File: src/rtl/rpa_pkg.sv
package rpa_pkg;

  // Line searched at position pos under select value sel.
  // Position 0 and the last position are fixed. The middle ones rotate.
  function automatic int unsigned slot_at(input int unsigned sel,
                                          input int unsigned pos,
                                          input int unsigned nreq);
    int unsigned mid;
    mid = nreq - 2;
    if (pos == 0) return 0;
    if (pos == nreq - 1) return nreq - 1;
    return 1 + ((pos - 1 + sel) % mid);
  endfunction

endpackage

File: src/rtl/rpa_order_map.sv
module rpa_order_map #(
  parameter int unsigned NUM_REQ = 6,
  parameter int unsigned SEL_W   = 2,
  parameter int unsigned IDX_W   = 3
) (
  input  logic [SEL_W-1:0]         sel,
  input  logic [NUM_REQ-1:0]       req,
  input  logic [NUM_REQ-1:0]       present,
  output logic [NUM_REQ-1:0]       pos_req,
  output logic [NUM_REQ*IDX_W-1:0] pos_slot
);
  import rpa_pkg::*;

  localparam int unsigned NUM_SEL = 1 << SEL_W;

  logic [NUM_REQ-1:0] live;
  assign live = req & present;

  for (genvar p = 0; p < NUM_REQ; p++) begin : g_pos
    logic [IDX_W-1:0] slot_w;
    always_comb begin
      slot_w = '0;
      for (int s = 0; s < NUM_SEL; s++) begin
        if (sel == SEL_W'(s)) slot_w = IDX_W'(slot_at(s, p, NUM_REQ));
      end
    end
    assign pos_slot[p*IDX_W +: IDX_W] = slot_w;
    assign pos_req[p] = live[slot_w];
  end

endmodule

File: src/rtl/rpa_first_pick.sv
module rpa_first_pick #(
  parameter int unsigned NUM_REQ = 6,
  parameter int unsigned IDX_W   = 3
) (
  input  logic [NUM_REQ-1:0]       pos_req,
  input  logic [NUM_REQ*IDX_W-1:0] pos_slot,
  output logic                     found,
  output logic [IDX_W-1:0]         winner
);
  always_comb begin
    found  = 1'b0;
    winner = '0;
    for (int p = 0; p < NUM_REQ; p++) begin
      if (!found && pos_req[p]) begin
        found  = 1'b1;
        winner = pos_slot[p*IDX_W +: IDX_W];
      end
    end
  end
endmodule

File: src/rtl/rpa_sel_reg.sv
module rpa_sel_reg #(
  parameter int unsigned NUM_REQ = 6,
  parameter int unsigned SEL_W   = 2
) (
  input  logic             clk,
  input  logic             rst_n,
  input  logic             wr_en,
  input  logic [SEL_W-1:0] wr_sel,
  input  logic             accept,
  input  logic             rot_en,
  output logic [SEL_W-1:0] sel_q
);
  localparam logic [SEL_W-1:0] SEL_LAST = SEL_W'(NUM_REQ - 3);

  logic [SEL_W-1:0] sel_d;

  always_comb begin
    sel_d = sel_q;
    if (wr_en)                 sel_d = wr_sel;
    else if (accept && rot_en) sel_d = (sel_q == SEL_LAST) ? '0 : sel_q + 1'b1;
  end

  always_ff @(posedge clk or negedge rst_n) begin
    if (!rst_n) sel_q <= '0;
    else        sel_q <= sel_d;
  end

  p_rotate_step_r6: assert property (@(posedge clk) disable iff (!rst_n)
    (accept && rot_en && !wr_en && sel_q != SEL_LAST) |=> (sel_q == $past(sel_q) + 1'b1));

  p_rotate_wrap_r6: assert property (@(posedge clk) disable iff (!rst_n)
    (accept && rot_en && !wr_en && sel_q == SEL_LAST) |=> (sel_q == '0));

  p_hold_r11: assert property (@(posedge clk) disable iff (!rst_n)
    (!wr_en && !(accept && rot_en)) |=> $stable(sel_q));

  p_write_wins_r10: assert property (@(posedge clk) disable iff (!rst_n)
    wr_en |=> (sel_q == $past(wr_sel)));
endmodule

File: src/rtl/rot_prio_arb.sv
module rot_prio_arb #(
  parameter  int unsigned NUM_REQ = 6,
  localparam int unsigned IDX_W   = $clog2(NUM_REQ),
  localparam int unsigned SEL_W   = $clog2(NUM_REQ - 2)
) (
  input  logic               clk,
  input  logic               rst_n,
  input  logic [NUM_REQ-1:0] req_i,
  input  logic [NUM_REQ-1:0] present_i,
  input  logic               rot_en_i,
  input  logic               gnt_ready_i,
  input  logic               sel_wr_en_i,
  input  logic [SEL_W-1:0]   sel_wr_data_i,
  output logic               gnt_valid_o,
  output logic [IDX_W-1:0]   gnt_idx_o,
  output logic [SEL_W-1:0]   sel_o
);
  localparam logic [NUM_REQ-1:0] BELOW_LAST = {1'b0, {(NUM_REQ-1){1'b1}}};
  localparam logic [IDX_W-1:0]   LAST_IDX   = IDX_W'(NUM_REQ - 1);

  logic [SEL_W-1:0]         sel_q;
  logic [NUM_REQ-1:0]       pos_req;
  logic [NUM_REQ*IDX_W-1:0] pos_slot;
  logic                     found;
  logic [IDX_W-1:0]         winner;

  rpa_order_map #(.NUM_REQ(NUM_REQ), .SEL_W(SEL_W), .IDX_W(IDX_W)) u_map (
    .sel(sel_q), .req(req_i), .present(present_i),
    .pos_req(pos_req), .pos_slot(pos_slot)
  );

  rpa_first_pick #(.NUM_REQ(NUM_REQ), .IDX_W(IDX_W)) u_pick (
    .pos_req(pos_req), .pos_slot(pos_slot), .found(found), .winner(winner)
  );

  rpa_sel_reg #(.NUM_REQ(NUM_REQ), .SEL_W(SEL_W)) u_sel (
    .clk(clk), .rst_n(rst_n), .wr_en(sel_wr_en_i), .wr_sel(sel_wr_data_i),
    .accept(found && gnt_ready_i), .rot_en(rot_en_i), .sel_q(sel_q)
  );

  assign gnt_valid_o = found;
  assign gnt_idx_o   = winner;
  assign sel_o       = sel_q;

  p_grant_legal_r5: assert property (@(posedge clk) disable iff (!rst_n)
    gnt_valid_o |-> (req_i[gnt_idx_o] && present_i[gnt_idx_o]));

  p_idle_zero_r8: assert property (@(posedge clk) disable iff (!rst_n)
    ((req_i & present_i) == '0) |-> (!gnt_valid_o && gnt_idx_o == '0));

  p_head_wins_r12: assert property (@(posedge clk) disable iff (!rst_n)
    (req_i[0] && present_i[0]) |-> (gnt_valid_o && gnt_idx_o == '0));

  p_tail_alone_r12: assert property (@(posedge clk) disable iff (!rst_n)
    (gnt_valid_o && gnt_idx_o == LAST_IDX) |-> ((req_i & present_i & BELOW_LAST) == '0));
endmodule

File: config.mk
export PLATFORM = sky130hd
export DESIGN_NAME = rot_prio_arb
export DESIGN_NICKNAME = d
export VERILOG_FILES = /design/src/rtl/rpa_pkg.sv /design/src/rtl/rpa_order_map.sv /design/src/rtl/rpa_first_pick.sv /design/src/rtl/rpa_sel_reg.sv /design/src/rtl/rot_prio_arb.sv
export SDC_FILE = /design/constraint.sdc
export NUM_CORES = 1
export LEC_CHECK = 0
export CAP_MARGIN = 20
export CELL_PAD_IN_SITES_DETAIL_PLACEMENT = 2
export CELL_PAD_IN_SITES_GLOBAL_PLACEMENT = 2
export CORE_MARGIN = 5
export CORE_UTILIZATION = 22
export DETAILED_ROUTE_END_ITERATION = 12
export PLACE_DENSITY = 0.78
export SETUP_SLACK_MARGIN = 0.3
export SYNTH_ARGS = -nofsm -noshare
export SYNTH_HDL_FRONTEND = slang
export SYNTH_SLANG_ARGS = --single-unit
File: constraint.sdc
create_clock -name clk -period 2.69 [get_ports clk]
set_input_delay 0.269 -clock clk [delete_from_list [all_inputs] [get_ports clk]]
set_output_delay 0.269 -clock clk [all_outputs]
set_load 0.02 [all_outputs]
* Yosys cells after proc, flatten, opt, wreduce, memory -nomap -nowiden *
Index checks and enable logic that the tools add are counted.

storage, ports and cells
  register bits = 2
  input port bits = 19

cells by class
  reductions and logical operators = 14
  $add $sub $neg = 1
  bitwise logic cells = 1
  $lt $le $gt $ge = 6
  multiplexer cells = 63
  eq/ne operators = 3

operator list
  operator                                             count
  two-way mux 3 bit                                    28
  < comparator 3 x 4 -> 1 bit (second input constant)  6
  two-way mux 2 bit                                    10
  two-way mux 1 bit                                    19
  binary-select mux 1 bit (select 3 bit)               6
  logical AND 1 bit                                    7
  bitwise AND 6 bit                                    1
  zero test 1 bit                                      5
  == test 2 bit (second input constant)                2
  adder 2 x 1 -> 2 bit (second input constant)         1
  == test 2 x 1 -> 1 bit (second input constant)       1
  zero test 2 bit                                      1
  nonzero test 2 bit                                   1

* Logic depth before layout (Yosys ltp) *
Gate-level depths: netlist (run 1).

  depth after elaboration = 29
  gate-level depth with buffers = 9
  mapped depth without buffers = 8

* Hierarchy *
A second synthesis (run 1) with hierarchy kept.

second synthesis, totals
  cells, all modules = 99
  area, all modules = 728.2 um2

by module, submodules not included
  module          area an instance (um2)  times used  sequential area each (um2)  cells each
  rpa_order_map   394.1                   1           0.0                         54
  rpa_first_pick  217.7                   1           0.0                         33
  rpa_sel_reg     110.1                   1           50.0                        11
  rot_prio_arb    6.3                     1           0.0                         1

* Least setup slack after synthesis (run 1) *
OpenSTA, ideal clock, no wires.

  path kind = reg-to-output
  start point = register u_sel.sel_q[0]
  end point = output port gnt_idx_o[0]
  path buffers = 1
  required time = 2421 ps
  cell stages (with the launch flop) = 10
  setup slack = -289 ps
  arrival time = 2710 ps
  cell sequence = dfrtp_1 inv_1 ha_1 clkbuf_1 and4b_1 nor4_1 o21ai_0 nor4_1 a21oi_1 o211ai_1

between the ends
  longest elaborated chain between the ends = 23
  elaborated cells between the ends (all ways) = 61
  classes of those cells = 3 x eq/ne; 47 x mux; 11 x reduce/logical

ends and longest elaborated chain
  element                                  line                  text
  from (decl)                              rpa_sel_reg.sv:11     output logic [SEL_W-1:0] sel_q
  from (signal assigned)                   rpa_sel_reg.sv:25     else sel_q <= sel_d;
  zero test 2 bit                          rpa_order_map.sv:24   if (sel == SEL_W'(s)) slot_w = IDX_W'(slot_at(s, p, NUM_REQ));
  two-way mux 3 bit (4 in series)          rpa_order_map.sv:24
  binary-select mux 1 bit (select 3 bit)   rpa_order_map.sv:28   assign pos_req[p] = live[slot_w];
  two-way mux 1 bit (implied by the code)  rpa_order_map.sv:28
  two-way mux 1 bit                        rpa_first_pick.sv:14  if (!found && pos_req[p]) begin
  zero test 1 bit                          rpa_first_pick.sv:14
  logical AND 1 bit                        rpa_first_pick.sv:14
  two-way mux 1 bit                        rpa_first_pick.sv:14
  [4 not listed]                           n/a
  logical AND 1 bit                        rpa_first_pick.sv:14
  two-way mux 1 bit                        rpa_first_pick.sv:14
  zero test 1 bit                          rpa_first_pick.sv:14
  logical AND 1 bit                        rpa_first_pick.sv:14
  two-way mux 1 bit                        rpa_first_pick.sv:14
  zero test 1 bit                          rpa_first_pick.sv:14
  logical AND 1 bit                        rpa_first_pick.sv:14
  two-way mux 3 bit (*)                    rpa_first_pick.sv:14
  to (decl)                                rot_prio_arb.sv:15    output logic [IDX_W-1:0] gnt_idx_o,

Mark *: on every way between the ends. The rest lies on a longest branch, timed or not. The select of a mux whose other input is x is not followed.

* Final worst setup path (run 1) *
Ends and elaborated chain as after synthesis.

==> metrics.md, run 1 <==
| Metric | Value |
|---|---|
| Status | `complete, but fails checks` |
| Failing checks | `negative setup slack` |
| Leading area contributor after synthesis | `ha_1` |
| Worst path top cell family by delay | `compound AO/OA/AOI/OAI gates` |
| Tightest Pin Transition | `around 0.4 ns` |
| # rows | `20` |
| Final WL | `between 4000 and 5000 um` |
| CTS sink count | `2` |
| Slew margin rel. | `0.731` |
| DRT iter0 DRCs | `43` |
| Worst EP arrival | `about 2.7 ns` |
| First-pass GRT wire length | `roughly 6200 um` |
| CP Max Fanout | `6` |
| Layout cells sized above 1 | `0.545` |
| Nets | `between 150 and 200` |
| Area of the multi-input gates | `830 um^2` |
| Crit. End Element | `output port` |
| Period utilization | `1.10` |
| Core footprint | `between 3000 and 4000 um^2` |
| Initial antenna violation count | `0` |
| Post-DRT Antenna Nets | `0` |
| Hold_buf cts | `0` |
| Worst-case clock buffer depth | `2` |
| Power Total | `~0.86 mW` |
| Cell count after synthesis | `87` |
| Syn nets | `around 110` |
| Reg area | `52.6 um^2` |
| Largest stage delay, worst path | `between 0.4 and 0.5 ns` |
| Die width | `66.2 um` |
| Cell Pwr Density | `about 540 nW/um^2` |
| Initial Utilization | `0.228` |
| Top routing layer used | `met4` |
| Worst Path Buf+Inv | `3` |
| Post-place setup slack | `-0.498 ns` |
| Fill count | `about 330` |
| CTS tree | `done` |
| EDFF count, synth | `0` |
| Post-DP HPWL | `approximately 2800 um` |
| Vias per cell | `between 5 and 6` |
| Avg Synthesized Cell Area | `8.00 um^2` |
| DIE HEIGHT | `66.2 um` |
| Largest regs | `u_sel.sel_q (2)` |
| Slowest cell on crit path | `a2111o_1` |
| IO Pins | `25` |
| Worst path cell trace | `ha_4, buf_12, nand4bb_4, a2111o_1, o311ai_4, buf_6, nor2_1, o21ai_1, o211ai_1, buf_4` |
| YS warnings | `0` |
| Synthesized cell area | `between 600 and 700 um^2` |
| Top cells by area, synth | `ha_1, dfrtp_1, nand2_1` |
| Met3 wire len | `182 um` |
| Gr usage total | `0.194` |
| Top FF cell, synth | `dfrtp_1` |
| Max Freq | `approximately 340 MHz` |
| ANT cells | `0` |
| Final Hold Viols | `0` |
| IO buf count | `24` |
| Worst setup margin | `-0.264 ns` |
| Critical path type | `reg -> out` |
| Yosys reg bits | `2` |
| Hold_ws | `between 0.2 and 0.25 ns` |
| Initial DRT Pass Iterations | `4` |
| Crit path required time | `roughly 2.4 ns` |
| Vias in the first global route | `approximately 1.2k` |
| RSZ-0062 raised after global routing | `yes` |
| Setup violators final | `5` |
| Max reg flops | `2` |
| Routability cong. | `0.839` |
| Remaining DRCs | `0` |
| Startpoint Class | `flop` |
| Root Buffer | `clkbuf_4` |
| Max Clock Skew | `approximately 0.00014 ns` |
| Register area share after synthesis | `0.0719` |
| H-tree Lvls | `1` |
| Via count | `approximately 1k` |
| Max Cap Viol | `0` |
| Largest net degree at the start of global routing | `10` |
| Largest Register | `u_sel.sel_q` |
| Top cell type's share of synthesized area | `0.126` |
| Fin crit period | `approximately 3 ns` |
| Distinct cells, synth | `42` |
| Avg WL per Cell | `between 20 and 25 um` |
| Total CTS buffers | `3` |
| Clk pin slew, worst setup/hold paths | `~0.030 ns` |
| Max VDD drop | `between 0.2 and 0.3 mV` |
| Layout area overhead | `129%` |
| Type of the worst min-delay path | `in -> async` |
| Gr ovfl total | `0` |
| Die ar. | `4390 um^2` |
| Sum Neg Setup Slack | `-0.830 ns` |
| Max-slew violation count | `0` |
| Lkg Pwr | `approximately 0.66 nW` |
| Met1 Wirelength | `about 1800 um` |
| Metal2 WL | `roughly 2200 um` |
| Ys async rst share | `1.00` |
| Clk_lat worst skew | `0.23 ns` |
## repair_timing
item | 4_1_cts | 5_1_grt
pin swaps | 8 | 16
endpoints found under the setup margin | 6 | 6
hold endpoints to repair | 0 | 0
resized for setup | 43 | 15
setup buffers | 9 | 7
## area by class of cell
type	count	area share
Multi-Input combinational cell	78	0.521
Timing Repair Buffer	67	0.385
Tap cell	44	0.0346
Sequential cell	2	0.0330
Clock buffer	3	0.0141
Inverter	4	0.0126
## logic make-up (layout without fill, tap and decap cells)
| logic type | after synthesis | after routing | share of synthesized area |
|---|---|---|---|
| AOI/OAI and AO/OA | 29 | 29 | 0.365 |
| adders and majority gates | 7 | 7 | 0.126 |
| DFF | 2 | 2 | 0.0719 |
| buffers and inverters | 7 | 74 | 0.0503 |
| muxes | 3 | 3 | 0.0629 |
| and+or+nand+nor | 39 | 39 | 0.324 |
## where the power goes
part	total, mW	switching (mW)	internal (mW)
clock	0.0679	0.0186	0.0493
sequential	0.0462	0.0110	0.0352
combinational	0.749	0.361	0.388
total	0.863	0.390	0.473
## layout by cell type, fill, tap and decap left out, types with 2 or more instances in the layout
| master | n |
|---|---|
| a21oi_1 | 2 |
| a211o_1 | 3 |
| nand3_1 | 2 |
| buf_4 | 34 |
| nor4_4 | 2 |
| o21ai_2 | 2 |
| o211a_1 | 2 |
| o211ai_1 | 3 |
| inv_4 | 2 |
| inv_1 | 2 |
| ha_1 | 3 |
| buf_6 | 10 |
| nand3b_1 | 2 |
| ha_4 | 4 |
| clkdlybuf4s50_1 | 20 |
| o31ai_2 | 2 |
| nor2_2 | 3 |
| dfrtp_2 | 2 |
| o21ai_1 | 2 |
| nand2_1 | 8 |
| nor2_1 | 6 |
| buf_12 | 2 |
| clkbuf_4 | 3 |
| nor4bb_4 | 2 |
## synthesized netlist by cell type, types with 2 or more instances
cell type / n
nor2_1: 9
a21oi_1: 3
ha_1: 7
o211ai_1: 3
nand2_1: 9
nand3b_1: 2
o211a_1: 2
o31ai_1: 2
o221ai_1: 2
nor4_1: 3
nor4bb_1: 2
dfrtp_1: 2
nand3_1: 3
inv_1: 4
a211o_1: 3
o21ai_0: 5
## metrics by stage
| stage | util | instances | cell area [um^2] |
|---|---|---|---|
| finish | 0.522 | 198 | 1590 |
| global route | 0.522 | 198 | 1590 |
| CTS | 0.482 | 191 | 1470 |
| detailed placement | 0.410 | 179 | 1250 |
| global placement | 0.410 | 179 | 1250 |
| floorplan | - | 87 | 761 |
## per-layer routing
layer / global-route usage / vias to the layer above
met5: 0 / -
met4: 0.102 / 0
met3: 0.0391 / 14
met2: 0.356 / 38
met1: 0.204 / 492
li1: - / 480
## path summary, 6_finish.rpt
| check | startpoint | endpoint | slack (ns) | cells after the start |
|---|---|---|---|---|
| min in group clk | sel_wr_data_i[1] | u_sel.sel_q[1] | 0.64 | 2 |
| min | rst_n | u_sel.sel_q[0] | 0.21 | 1 |
| min reg2reg | u_sel.sel_q[0] | u_sel.sel_q[0] | 0.83 | 3 |
| max in group asynchronous | rst_n | u_sel.sel_q[1] | 2.34 | 1 |
| max reg2reg | u_sel.sel_q[1] | u_sel.sel_q[0] | -0.11 | 11 |
| max | u_sel.sel_q[0] | gnt_idx_o[0] | -0.26 | 10 |
No activity file was read; power rests on OpenSTA's default activity.
==> run 2, diff against run 1 <==
--- a/config.mk
+++ b/config.mk
@@ -11,6 +11,7 @@
 export CORE_MARGIN = 5
 export CORE_UTILIZATION = 22
 export DETAILED_ROUTE_END_ITERATION = 12
+export GPL_TIMING_DRIVEN = 0
 export PLACE_DENSITY = 0.78
 export SETUP_SLACK_MARGIN = 0.3
 export SYNTH_ARGS = -nofsm -noshare
==> metrics.md, run 2 (synthesized netlist as in run 1, its figures left out) <==
| Metric | Value |
|---|---|
| Slowest cell on crit path | `dfrtp_2` |
| Initial Utilization | `0.228 (unchanged)` |
| H-tree Lvls | `1 (unchanged)` |
| Period utilization | `1.08 (-0.0214)` |
| Dpl cell area | `1060 um^2 (-16%)` |
| Fin crit period | `2.90 ns (-0.0576 ns)` |
| Largest Register | `u_sel.sel_q` |
| Critical path depth in cells | `11 (+1)` |
| RSZ-0062 raised after global routing | `yes` |
| First-pass GRT wire length | `5230 um (-16%)` |
| Worst path top cell family by delay | `simple AND/OR/NAND/NOR gates` |
| Most common cell after layout, fill and taps aside | `buf_4` |
| Max VDD drop | `0.333 mV (+32%)` |
| Clk_lat worst skew | `0.23 ns (about the same)` |
| Cell Pwr Density | `543 nW/um^2 (+0.29%)` |
| Status | `complete, but fails checks` |
| Avg WL per Cell | `19.6 um (-11%)` |
| Post-DRT Antenna Nets | `0 (unchanged)` |
| Lkg Pwr | `0.599 nW (-9.1%)` |
| Max-slew violation count | `0 (unchanged)` |
| Tightest Pin Transition | `0.481 ns (+0.0790 ns)` |
| Die width | `66.2 um (unchanged)` |
| ANT cells | `0 (unchanged)` |
| Nets | `172 (-5.5%)` |
| Vias in the first global route | `1096 (-5.1%)` |
| Finished Cell Area | `1500 um^2 (-6.0%)` |
| Initial DRT Pass Iterations | `4 (unchanged)` |
| Final Hold Viols | `0 (unchanged)` |
| CTS sink count | `2 (unchanged)` |
| Gr ovfl total | `0 (unchanged)` |
| # rows | `20 (unchanged)` |
| Max Cap Viol | `0 (unchanged)` |
| Crit path required time | `2.42 ns (about the same)` |
| Worst Path Buf+Inv | `4 (+1)` |
| Total CTS buffers | `3 (unchanged)` |
| DIE HEIGHT | `66.2 um (unchanged)` |
| Max reg flops | `2 (unchanged)` |
| Type of the worst min-delay path | `in -> async` |
| Final WL | `3690 um (-15%)` |
| Core footprint | `3050 um^2 (unchanged)` |
| Worst-case clock buffer depth | `2 (unchanged)` |
| Die ar. | `4390 um^2 (unchanged)` |
| Worst setup margin | `-0.206 ns (+0.0576 ns)` |
| Worst path cell trace | `inv_4, ha_4, buf_8, buf_12, nor4bb_4, o211ai_1, o211a_1, nor4_4, a21oi_2, o211ai_1, buf_4` |
| Startpoint Class | `flop` |
| Vias per cell | `5.23 (+1.1%)` |
| Largest stage delay, worst path | `0.43 ns (-0.06 ns)` |
| Critical path type | `reg -> out` |
| Placed Instances | `155 (-13%)` |
| Setup violators final | `5 (unchanged)` |
| Crit. End Element | `output port` |
| CTS tree | `done` |
| IO Pins | `25 (unchanged)` |
| Most frequent cells in the layout | `buf_4, clkdlybuf4s50_1, nor2_1, nand2_1, buf_6` |
| Layout cells sized above 1 | `0.500 (-0.0455)` |
| Final cell count without fillers | `188 (-5.1%)` |
| Remaining DRCs | `0 (unchanged)` |
| Largest net degree at the start of global routing | `11 (+1)` |
| Slew margin rel. | `0.679 (-0.0528)` |
| CP Max Fanout | `7 (+1)` |
| FF-to-FF path depth | `12 (+1)` |
| Initial antenna violation count | `0 (unchanged)` |
| Max Clock Skew | `0.00574 ns (+0.00560 ns)` |
| Post-DP HPWL | `2020 um (-27%)` |
| DRT iter0 DRCs | `22 (-49%)` |
| Failing checks | `negative setup slack` |
| Root Buffer | `clkbuf_4` |
| Routability cong. | `0.774 (-7.8%)` |
| Clk pin slew, worst setup/hold paths | `0.03 ns (about the same)` |
| Most used cell along the critical path | `o211ai_1` |
| Max Freq | `345 MHz (+2.0%)` |
| Largest regs | `u_sel.sel_q (2)` |
| IO buf count | `24 (unchanged)` |
| Layout area overhead | `115%` |
| Worst EP arrival | `2.63 ns (-0.05 ns)` |
| Gr usage total | `0.155 (-0.0383)` |
| Via count | `983 (-4.0%)` |
==> run 2: cell types whose count changed in the layout (fill, tap and decap cells not counted), sizes merged <==
cell,delta
buf,-11
clkbuf,+1
==> run 2: final timing paths <==
path / endpoint / from / slack [ns]
worst max-delay path: gnt_idx_o[0] / u_sel.sel_q[1] / -0.21
worst min-delay path: u_sel.sel_q[0] / rst_n / 0.20
worst max register to register: u_sel.sel_q[0] / u_sel.sel_q[1] / -0.08
worst min register to register: u_sel.sel_q[0] / u_sel.sel_q[0] / 0.81
max in group asynchronous: u_sel.sel_q[1] / rst_n / 2.36
min in group clk: u_sel.sel_q[0] / sel_wr_data_i[0] / 0.64
==> run 2: per-layer routing <==
metal	wire length, um	share of wire	track usage
met5	0	0	0
met4	60	0.016	0.0558
met3	124	0.034	0.0170
met2	2020	0.55	0.314
met1	1490	0.40	0.160
==> run 2: repair_timing <==
action                                  in CTS  in global routing
endpoints found under the setup margin       6                  6
gates resized for setup                     46                  8
setup buffers                               20                 10
hold buffers                                 0                  0
pin swaps                                   17                 17
==> run 2: stage by stage <==
step	hold slack [ns]	setup TNS, ns	power [mW]	worst slack [ns]	utilization
after floorplan	-0.0266	0	0.330	0.134	-
after global placement	0.438	-1.75	0.463	-0.484	0.346
after detailed placement	0.441	-2.03	0.473	-0.532	0.346
after CTS	0.186	-0.326	0.724	-0.113	0.450
after global routing	0.197	-1.57	0.864	-0.377	0.490
final	0.197	-0.692	0.813	-0.206	0.490
==> run 2: power breakdown <==
part | internal [mW] | switching [mW] | leakage [nW]
clock network | 0.0494 | 0.0195 | 0.0138
logic | 0.363 | 0.335 | 0.564
registers | 0.0352 | 0.0103 | 0.0209
total | 0.448 | 0.365 | 0.599
==> run 2: final cells by class <==
| cell class | count | area, um^2 |
|---|---|---|
| buffer | 3 | 40.0 |
| clock buffer | 3 | 22.5 |
| fill | 337 | 1560 |
| inverter | 4 | 20.0 |
| multi-input combinational | 78 | 812 |
| sequential | 2 | 52.6 |
| tap | 44 | 55.1 |
| timing repair buffer | 54 | 494 |
